**src/rtl/dma_evt_pkg.sv**
```systemverilog
package dma_evt_pkg;

    typedef enum logic [1:0] {
        CH_IDLE = 2'd0,
        CH_RUN  = 2'd1,
        CH_DONE = 2'd2,
        CH_HALT = 2'd3
    } ch_state_t;

    typedef struct packed {
        logic half;
        logic full;
        logic err;
    } evt_t;

endpackage

```
**src/rtl/dma_evt_chan.sv**
```systemverilog
module dma_evt_chan
    import dma_evt_pkg::*;
#(
    parameter int CNT_W = 16
) (
    input  logic             clk,
    input  logic             rst_n,
    input  logic             en_i,
    input  logic [CNT_W-1:0] len_i,
    input  logic             beat_i,
    input  logic             err_i,
    input  logic             req_any_i,
    output evt_t             evt_o,
    output logic [CNT_W-1:0] rem_o,
    output logic             req_o
);

    ch_state_t        state_q, state_d;
    logic [CNT_W-1:0] rem_q, rem_d;
    logic [CNT_W-1:0] mark_q, mark_d;
    logic [CNT_W-1:0] rem_dec;
    logic             run_ok;

    assign rem_dec = rem_q - CNT_W'(1);
    assign run_ok  = (state_q == CH_RUN) && en_i;

    always_ff @(posedge clk or negedge rst_n) begin
        if (!rst_n) begin
            state_q <= CH_IDLE;
            rem_q   <= '0;
            mark_q  <= '0;
        end else begin
            state_q <= state_d;
            rem_q   <= rem_d;
            mark_q  <= mark_d;
        end
    end

    always_comb begin
        state_d = state_q;
        rem_d   = rem_q;
        mark_d  = mark_q;
        unique case (state_q)
            CH_IDLE: begin
                if (en_i) begin
                    rem_d   = len_i;
                    mark_d  = len_i >> 1;
                    state_d = (len_i == '0) ? CH_DONE : CH_RUN;
                end
            end
            CH_RUN: begin
                if (!en_i) begin
                    state_d = CH_IDLE;
                end else if (err_i) begin
                    state_d = CH_HALT;
                end else if (beat_i) begin
                    rem_d = rem_dec;
                    if (rem_dec == '0) begin
                        state_d = CH_DONE;
                    end
                end
            end
            CH_DONE: begin
                if (!en_i) state_d = CH_IDLE;
            end
            CH_HALT: begin
                if (!en_i) state_d = CH_IDLE;
            end
            default: state_d = CH_IDLE;
        endcase
    end

    always_comb begin
        evt_o.err  = run_ok && err_i;
        evt_o.half = run_ok && !err_i && beat_i && (rem_dec == mark_q);
        evt_o.full = run_ok && !err_i && beat_i && (rem_dec == '0);
        rem_o      = rem_q;
        req_o      = (state_q == CH_RUN) && req_any_i;
    end

endmodule

```
**src/rtl/dma_evt_flags.sv**
```systemverilog
module dma_evt_flags
    import dma_evt_pkg::*;
(
    input  logic clk,
    input  logic rst_n,
    input  evt_t set_i,
    input  evt_t clr_i,
    input  evt_t ie_i,
    output evt_t flag_o,
    output logic irq_o
);

    evt_t flag_q;

    always_ff @(posedge clk or negedge rst_n) begin
        if (!rst_n) begin
            flag_q <= '0;
        end else begin
            flag_q <= set_i | (flag_q & ~clr_i);
        end
    end

    assign flag_o = flag_q;
    assign irq_o  = |(flag_q & ie_i);

endmodule

```
**src/rtl/dma_evt_vecmap.sv**
```systemverilog
module dma_evt_vecmap #(
    parameter int NUM_CH    = 7,
    parameter int PAIR_BASE = 3,
    parameter int NUM_VEC   = PAIR_BASE + (NUM_CH - PAIR_BASE + 1) / 2
) (
    input  logic [NUM_CH-1:0]  ch_irq_i,
    output logic [NUM_VEC-1:0] vec_o
);

    localparam int NUM_PAIR = NUM_VEC - PAIR_BASE;

    for (genvar v = 0; v < PAIR_BASE; v++) begin : g_solo
        assign vec_o[v] = ch_irq_i[v];
    end

    for (genvar k = 0; k < NUM_PAIR; k++) begin : g_pair
        localparam int A = PAIR_BASE + 2 * k;
        if (A + 1 < NUM_CH) begin : g_two
            assign vec_o[PAIR_BASE+k] = ch_irq_i[A] | ch_irq_i[A+1];
        end else begin : g_one
            assign vec_o[PAIR_BASE+k] = ch_irq_i[A];
        end
    end

endmodule

```
**src/rtl/dma_evt_ctrl.sv**
```systemverilog
module dma_evt_ctrl
    import dma_evt_pkg::*;
#(
    parameter int NUM_CH    = 7,
    parameter int NUM_REQ   = 4,
    parameter int CNT_W     = 16,
    parameter int PAIR_BASE = 3,
    localparam int NUM_VEC  = PAIR_BASE + (NUM_CH - PAIR_BASE + 1) / 2
) (
    input  logic                      clk,
    input  logic                      rst_n,
    input  logic [NUM_CH-1:0]         ch_en_i,
    input  logic [NUM_CH*CNT_W-1:0]   xfer_len_i,
    input  logic [NUM_CH-1:0]         beat_i,
    input  logic [NUM_CH-1:0]         bus_err_i,
    input  logic [NUM_CH*NUM_REQ-1:0] periph_req_i,
    input  logic [NUM_CH-1:0]         ie_half_i,
    input  logic [NUM_CH-1:0]         ie_full_i,
    input  logic [NUM_CH-1:0]         ie_err_i,
    input  logic [NUM_CH-1:0]         clr_half_i,
    input  logic [NUM_CH-1:0]         clr_full_i,
    input  logic [NUM_CH-1:0]         clr_err_i,
    output logic [NUM_CH-1:0]         flag_half_o,
    output logic [NUM_CH-1:0]         flag_full_o,
    output logic [NUM_CH-1:0]         flag_err_o,
    output logic [NUM_CH*CNT_W-1:0]   rem_cnt_o,
    output logic [NUM_CH-1:0]         dma_req_o,
    output logic [NUM_CH-1:0]         ch_irq_o,
    output logic [NUM_VEC-1:0]        irq_vec_o
);

    for (genvar i = 0; i < NUM_CH; i++) begin : g_ch
        evt_t evt;
        evt_t flg;
        evt_t clr;
        evt_t ie;
        logic req_any;

        assign req_any = |periph_req_i[i*NUM_REQ +: NUM_REQ];
        assign clr     = '{half: clr_half_i[i], full: clr_full_i[i], err: clr_err_i[i]};
        assign ie      = '{half: ie_half_i[i],  full: ie_full_i[i],  err: ie_err_i[i]};

        dma_evt_chan #(.CNT_W(CNT_W)) u_chan (
            .clk       (clk),
            .rst_n     (rst_n),
            .en_i      (ch_en_i[i]),
            .len_i     (xfer_len_i[i*CNT_W +: CNT_W]),
            .beat_i    (beat_i[i]),
            .err_i     (bus_err_i[i]),
            .req_any_i (req_any),
            .evt_o     (evt),
            .rem_o     (rem_cnt_o[i*CNT_W +: CNT_W]),
            .req_o     (dma_req_o[i])
        );

        dma_evt_flags u_flags (
            .clk    (clk),
            .rst_n  (rst_n),
            .set_i  (evt),
            .clr_i  (clr),
            .ie_i   (ie),
            .flag_o (flg),
            .irq_o  (ch_irq_o[i])
        );

        assign flag_half_o[i] = flg.half;
        assign flag_full_o[i] = flg.full;
        assign flag_err_o[i]  = flg.err;
    end

    dma_evt_vecmap #(
        .NUM_CH    (NUM_CH),
        .PAIR_BASE (PAIR_BASE),
        .NUM_VEC   (NUM_VEC)
    ) u_vecmap (
        .ch_irq_i (ch_irq_o),
        .vec_o    (irq_vec_o)
    );

endmodule

```
**config.mk**
```make
export PLATFORM = sky130hd
export DESIGN_NAME = dma_evt_ctrl
export DESIGN_NICKNAME = d
export VERILOG_FILES = /design/src/rtl/dma_evt_pkg.sv /design/src/rtl/dma_evt_chan.sv /design/src/rtl/dma_evt_flags.sv /design/src/rtl/dma_evt_vecmap.sv /design/src/rtl/dma_evt_ctrl.sv
export SDC_FILE = /design/constraint.sdc
export NUM_CORES = 1
export LEC_CHECK = 0
export ABC_AREA = 1
export BUFFER_PORTS_ARGS = -buffer_cell sky130_fd_sc_hd__buf_2
export CAP_MARGIN = 40
export CORE_UTILIZATION = 53
export CTS_BUF_LIST = sky130_fd_sc_hd__clkbuf_4 sky130_fd_sc_hd__clkbuf_8
export DETAILED_ROUTE_END_ITERATION = 16
export GPL_TIMING_DRIVEN = 0
export PLACE_DENSITY = 0.88
export SLEW_MARGIN = 0
export SYNTH_ARGS = -nofsm -noshare
export SYNTH_HDL_FRONTEND = slang
export SYNTH_SLANG_ARGS = --single-unit
```
**constraint.sdc**
```tcl
create_clock -name clk -period 2.6 [get_ports clk]
set_clock_uncertainty 0.05 [all_clocks]
set_input_delay 0.39 -clock clk [delete_from_list [all_inputs] [get_ports clk]]
set_output_delay 0.39 -clock clk [all_outputs]
set_load 0.02 [all_outputs]
```
# After elaboration in Yosys (flattened, before gate mapping)
# Cells that the tools add are included.
[word_totals]
register_bits = 252
output_inout_bits = 152
wordCells = 373
[classes]
add_sub_neg = 7
n_eq_ne = 77
n_mux = 91
n_bitwise = 30
n_reduce_logical = 126
[ops]
columns = ["operator", "n"]
rows = [
  ["16-bit two-way mux", 28],
  ["16-bit zero test", 14],
  ["16-bit case mux with 2 select lines", 7],
  ["16-bit by 15-bit equality test with 1-bit output", 7],
  ["16-bit by 1-bit subtractor with 16-bit output, second input constant", 7],
  ["2-bit two-way mux", 49],
  ["2-bit != test, second input constant", 35],
  ["4-bit != test, second input constant", 14],
  ["1-bit logical AND", 49],
  ["3-bit bitwise AND", 14],
  ["2-bit case mux with 3 select lines", 7],
  ["5-bit AND reduction", 7],
  ["2-bit equality test, second input constant", 14],
  ["4-bit AND reduction", 7],
  ["4-bit OR reduction", 7],
  ["3-bit NOT", 7],
  ["3-bit bitwise OR", 7],
  ["3-bit OR reduction", 7],
  ["2-bit by 1-bit equality test with 1-bit output, second input constant", 7],
  ["2-bit zero test", 7],
  ["2-bit AND reduction", 7],
  ["2-bit nonzero test", 7],
  ["2-bit OR reduction", 7],
  ["1-bit zero test", 7],
  ["1-bit bitwise OR", 2],
]

# Longest topological paths before layout
[logic_depth]
word_depth = 7
mapped_depth = 16
ltp_nobuf = 16

# Modules after synthesis
# From an unflattened synthesis, not the netlist that was laid out.
[hier_totals]
cells_unflattened = 2370
area_unflattened_um2 = 16637.2
[modules_own_cells]
columns = ["mod", "instances", "cells_each", "area_per_inst_um2", "seq_area_each_um2"]
rows = [
  ["dma_evt_chan at g_ch[0].u_chan ...", 3, 323, 2255.9, 825.8],
  ["dma_evt_chan at g_ch[3].u_chan ...", 3, 327, 2214.6, 825.8],
  ["dma_evt_chan at g_ch[6].u_chan", 1, 299, 2147.1, 825.8],
  ["dma_evt_flags", 7, 13, 136.4, 75.1],
  ["dma_evt_ctrl", 1, 21, 78.8, 0.0],
  ["dma_evt_vecmap", 1, 9, 45.0, 0.0],
]

# Worst setup path after synthesis
# Ideal clock, no wire load.
[synth_timing]
path_type = "register to register"
from = "register g_ch[0].u_chan.rem_q[0]"
to = "register g_ch[0].u_chan.state_q[0]"
setup_ps = 117
arrival_time_ps = 1901
path_slack_ps = 533
stages_incl_launch_ff = 15
n_path_buf = 0
synth_period_minus_slack_ps = 2067
path_cell_list = "dfrtp_1 inv_1 ha_1 xnor2_1 nand2_1 nor2_1 nand2_1 nor2_1 nand3_1 nor2_1 nand2_1 nand2_2 nand2_1 nand2_1 nand2_1"
[synth_between]
elab_chain_len = 4
[synth_rtl]
columns = ["element", "line", "text"]
rows = [
  ["from (decl)", "dma_evt_chan.sv:19", "logic [CNT_W-1:0] rem_q, rem_d;"],
  ["from (signal assigned)", "dma_evt_chan.sv:34", "rem_q <= rem_d;"],
  ["16-bit by 1-bit subtractor with 16-bit output", "dma_evt_chan.sv:24", "assign rem_dec = rem_q - CNT_W'(1);"],
  ["16-bit zero test", "dma_evt_chan.sv:58", "if (rem_dec == '0) begin"],
  ["4-bit != test (no line)", "n/a", ""],
  ["4-bit AND reduction (no line)", "n/a", ""],
  ["to (signal assigned)", "dma_evt_chan.sv:33", "state_q <= state_d;"],
  ["to (decl)", "dma_evt_chan.sv:18", "ch_state_t state_q, state_d;"],
]
# No other way between the ends.
# A chain may end at the register's enable or synchronous reset.

# Worst setup path after layout
[layout_timing]
from = "register g_ch[3].u_chan.state_q[0]"
to = "output port dma_req_o[3]"
[layout_between]
elab_chain_len = 2
[layout_rtl]
columns = ["element", "line", "text"]
rows = [
  ["from (decl)", "dma_evt_chan.sv:18", ""],
  ["from (signal assigned)", "dma_evt_chan.sv:33", ""],
  ["2-bit by 1-bit equality test with 1-bit output", "dma_evt_chan.sv:78", "req_o = (state_q == CH_RUN) && req_any_i;"],
  ["1-bit logical AND", "dma_evt_chan.sv:78", ""],
  ["to (decl)", "dma_evt_ctrl.sv:27", "output logic [NUM_CH-1:0] dma_req_o,"],
]
# No other way between the ends.

==> results.md <==
Yosys:
- The share of the synthesized area in the top cell type is 39.5%.
- In the post-synthesis netlist, the biggest area contributors are dfrtp_1 39%, nand2_1 14%, o21ai_0 7.9%, inv_1 6.6%, nor2_1 5.6%.
- The most used flip-flop cell after synthesis is dfrtp_1.
- The average instance area after synthesis is 7.04 um^2.
- The post-synthesis async set-or-reset flop share is 100%.
- The library cell with the largest summed area after synthesis is dfrtp_1.
- Of the synthesized area, sequential elements account for 39.5%.
- The synthesized design contains 0 enable-type register cells.
- The synthesized instance count is 2,269.
- The cell area that synthesis handed to floorplanning was 0.0160 mm^2.
- Synthesis instantiated 42 different standard cells from the library.
- The net count after synthesis is 2,488.
- The register bit total from synthesis is 252.
- The yosys synthesis warning count is 0.

Detailed routing:
- The total number of vias is 17,371.
- The count of nets left with antenna violations once routing finished came out at 0.
- After detailed routing, the number of remaining DRC violations is 0.
- Summed over all layers, the routed wires come to 50.0 mm.
- In the final routed layout, each cell accounts on average for 16.0 um.
- The first-iteration detailed-routing DRC count is 1,733.
- The first detailed-routing pass ran for 6 iterations.
- Dividing the detail-routed via count by the number of cells gives 5.56.

CTS:
- In this run the post-CTS setup repair buffer count came out at 0.
- The clock-pin slew on the worst setup and hold paths is 50 ps.
- The clock net in this run drives a total of 252 sinks.
- Clock tree synthesis selected as its root buffer the cell clkbuf_8.
- The maximum level of the CTS H-tree is 2.
- The CTS buffer count is 45.
- The later pin in the worst-skew pair is clocked with a latency of 560 ps.
- The CTS tree is yes.
- No sink is reached through more buffers than the 3 on the longest clock path.

Power and ir drop:
- Of the total power, the clock network draws 16.2%.
- The switching fraction of total power is 49.5%.
- The worst ir drop on vdd is 756 uV.
- Summed over all nets, the switching power comes to 12.3 mW.
- Of the total power, combinational logic draws 53.0%.
- The internal power of the cells totals 12.6 mW.
- The sequential share of power is 30.8%.
- The analysis attributes to cell leakage a power of 10.1 nW.
- The total power per unit cell area is 1270 mW/mm^2.
- The design draws 24.9 mW.

Hold path:
- The class of the tightest hold or removal check is input pin to flip-flop.
- Along the worst hold path, the cell count comes to 3.

Floorplanning:
- The placeable core region is 0.0296 mm^2.
- The number of placed I/O pins is 357.
- The die is 176 um wide.
- The die outline height is 176 um.
- The area enclosed by the die boundary is 0.0308 mm^2.
- The starting utilization of the core area is 53.9%.
- The floorplan row count is 63.

STA:
- In the finished design, the share of the clock period the worst path needs comes to 96.1%.
- The count of final hold-check violations is 0.
- The count of final max-slew check failures came to 0.
- Setup repair after global routing left no endpoint under its margin.
- The setup slack after layout is 102 ps.
- For the pin with the worst max-slew slack, the measured transition is 758 ps.
- The final number of setup-violating endpoints is 0.
- The maximum clock rate is 400 MHz.
- Setup total negative slack on the finished layout was measured at 0 ps.
- The time the worst path needs with I/O delays and setup is 2500 ps.
- In this run the tightest slew margin relative to its limit is 49.3%.

Run:
- The number of max-cap violations is 0.

Critical path:
- The number of cells on the worst reg-to-reg path is 12.
- STA classifies the critical path endpoint as a primary output.
- At the worst endpoint, the required time is 2160 ps.
- The setup path with the least slack is of type flip-flop to primary output.
- At the worst endpoint, the arrival time is 2060 ps.
- The largest driver fanout on the critical path is 19.
- The nature of the critical path startpoint is a flip-flop.
- The setup check on the worst reg-to-reg path leaves a slack of 180 ps.

Cells and area:
- The final cell count without fillers is 3,124.
- After routing the design area is 0.0196 mm^2.
- The net count of the finished layout is 2,913.
- From synthesis to final layout, the design area changed by 22.6%.
- The share of cells above drive strength 1 is 20.3%.

Place:
- The placer congestion estimate is 0.986.
- Input and output buffers added on the ports amount to 356.
- Timing analysis after detailed placement gives a worst setup slack of 213 ps.
- The total half-perimeter wirelength after legalization and detailed placement is 38.5 mm.
- Counting tap cells, the placed design contains a total of 3,017 instances.
- The area of placed instances is 0.0183 mm^2.

GRT:
- Global routing used 32.2% of the available tracks.
- The first global-routing pass estimated 80.5 mm of wire.
- Entering global routing, the biggest net connects 104 pins.
- The total overflow left after global routing is 0.
- The number of global-route vias before repair came to 16,438.
- The number of antenna violations at the first check in global routing is 8.

Run status:
- The flow ran to the end, and the final reports show no timing, DRC or antenna violations.
==> critical path: stages, from the launching register on <==
cell and delay, ps:
dfrtp_1 350, buf_2 150, nand2_1 560, nor2_1 120
buf_4 160, buf_2 140
==> synth_stat cells (all sizes together), types with 2 or more instances <==
| library cell | n |
|---|---|
| a21oi | 102 |
| ha | 14 |
| o31ai | 7 |
| mux2 | 14 |
| clkbuf | 46 |
| nand4 | 21 |
| inv | 289 |
| o211ai | 11 |
| nor3 | 20 |
| nor4 | 36 |
| dfrtp | 252 |
| o21bai | 2 |
| or2 | 6 |
| o21ai | 269 |
| nand3 | 125 |
| xnor2 | 42 |
| buf | 22 |
| nor2 | 271 |
| nand3b | 3 |
| xor2 | 66 |
| o22ai | 35 |
| nand2 | 610 |
==> power groups by stage <==
stage	Sequential [mW]	Combinational, mW	Clock [mW]
floorplan	8.30	8.28	0
global placement	7.55	12.6	0
detailed placement	7.63	12.9	0
CTS	7.59	13.0	4.09
global route	7.87	14.7	4.28
finish	7.66	13.2	4.04
==> per-stage QoR <==
step / utilization [%] / hold WS, ps
global route: 66.0 / 34.7
finish: 66.0 / 28.6
floorplan: - / 44.4
detailed placement: 61.8 / 297
CTS: 66.0 / 1.22
global placement: 61.5 / 424
==> what timing repair did <==
| item | 4_1_cts | 5_1_grt |
|---|---|---|
| resized for setup | 7 | 7 |
| setup endpoints to repair | 5 | 9 |
| hold buffers | 26 | 0 |
| endpoints found under the hold margin | 83 | 0 |
==> sequential cells by signal, summed over array words and instances (netlist names) <==
signal	count
g_ch.u_flags.flag_o	21
g_ch.u_chan.rem_o	112
g_ch.u_chan.mark_q	105
g_ch.u_chan.state_q	14
==> per-layer routing <==
metal  vias up  global-route usage [%]  share of wire [%]
met3       168                    5.82                9.2
met4         4                    13.4                4.0
met2       942                    53.9                 47
met5         -                       0              0.048
met1      8071                    40.8                 39
li1       8186                       -                  -
==> cell type report <==
type,count,area [um^2]
inverter,290,1090
buffer,62,314
clock inverter,5,27.5
clock buffer,76,965
tap,390,488
antenna,6,15.0
timing repair buffer,384,2110
fill,2577,10100
sequential,252,6310
multi-input combinational,1659,8260
==> cells in the final DEF (no fill, tap or decap), types with 14 or more instances in the layout <==
master and n:
nor4_1 36, nor2_1 236, dlygate4sd3_1 26, o21ai_1 15, o21ai_0 253, a21oi_1 102
mux2_2 14, nand3_1 124, o22ai_1 35, nand2_1 595, nor2_2 20, xnor2_1 42
clkbuf_8 63, dfrtp_1 252, nor3_1 19, clkbuf_1 36, buf_4 17, buf_2 359
xor2_1 64, inv_1 278, nand4_1 21
==> path summary, 6_finish.rpt <==
path                                                       start                                    end
setup reg to reg             g_ch[3].u_chan.rem_o[0]$_DFFE_PN0P_  g_ch[3].u_chan.state_q[0]$_DFFE_PN0P_
hold reg to reg             g_ch[2].u_chan.mark_q[0]$_DFFE_PN0P_   g_ch[2].u_chan.mark_q[0]$_DFFE_PN0P_
min in group asynchronous                                  rst_n   g_ch[5].u_chan.rem_o[15]$_DFFE_PN0P_
hold / removal                                        ch_en_i[0]  g_ch[0].u_chan.state_q[1]$_DFFE_PN0P_
max in group asynchronous                                  rst_n    g_ch[2].u_chan.rem_o[2]$_DFFE_PN0P_
setup / recovery           g_ch[3].u_chan.state_q[0]$_DFFE_PN0P_                           dma_req_o[3]
==> logic make-up (layout without fill, tap and decap cells) <==
logic type | Yosys count | count (layout) | synth area share, %
flip-flops | 252 | 252 | 39.5
AO/OA/AOI/OAI | 428 | 428 | 14.1
other | 0 | 6 | 0
multiplexers | 14 | 14 | 0.987
buffers and inverters | 358 | 817 | 8.90
AND/OR/NAND/NOR | 1095 | 1095 | 29.4
XOR/XNOR | 108 | 108 | 6.02
adder cells (fa/ha/maj) | 14 | 14 | 1.10
Note: power is estimated with default switching activity, not from simulation.
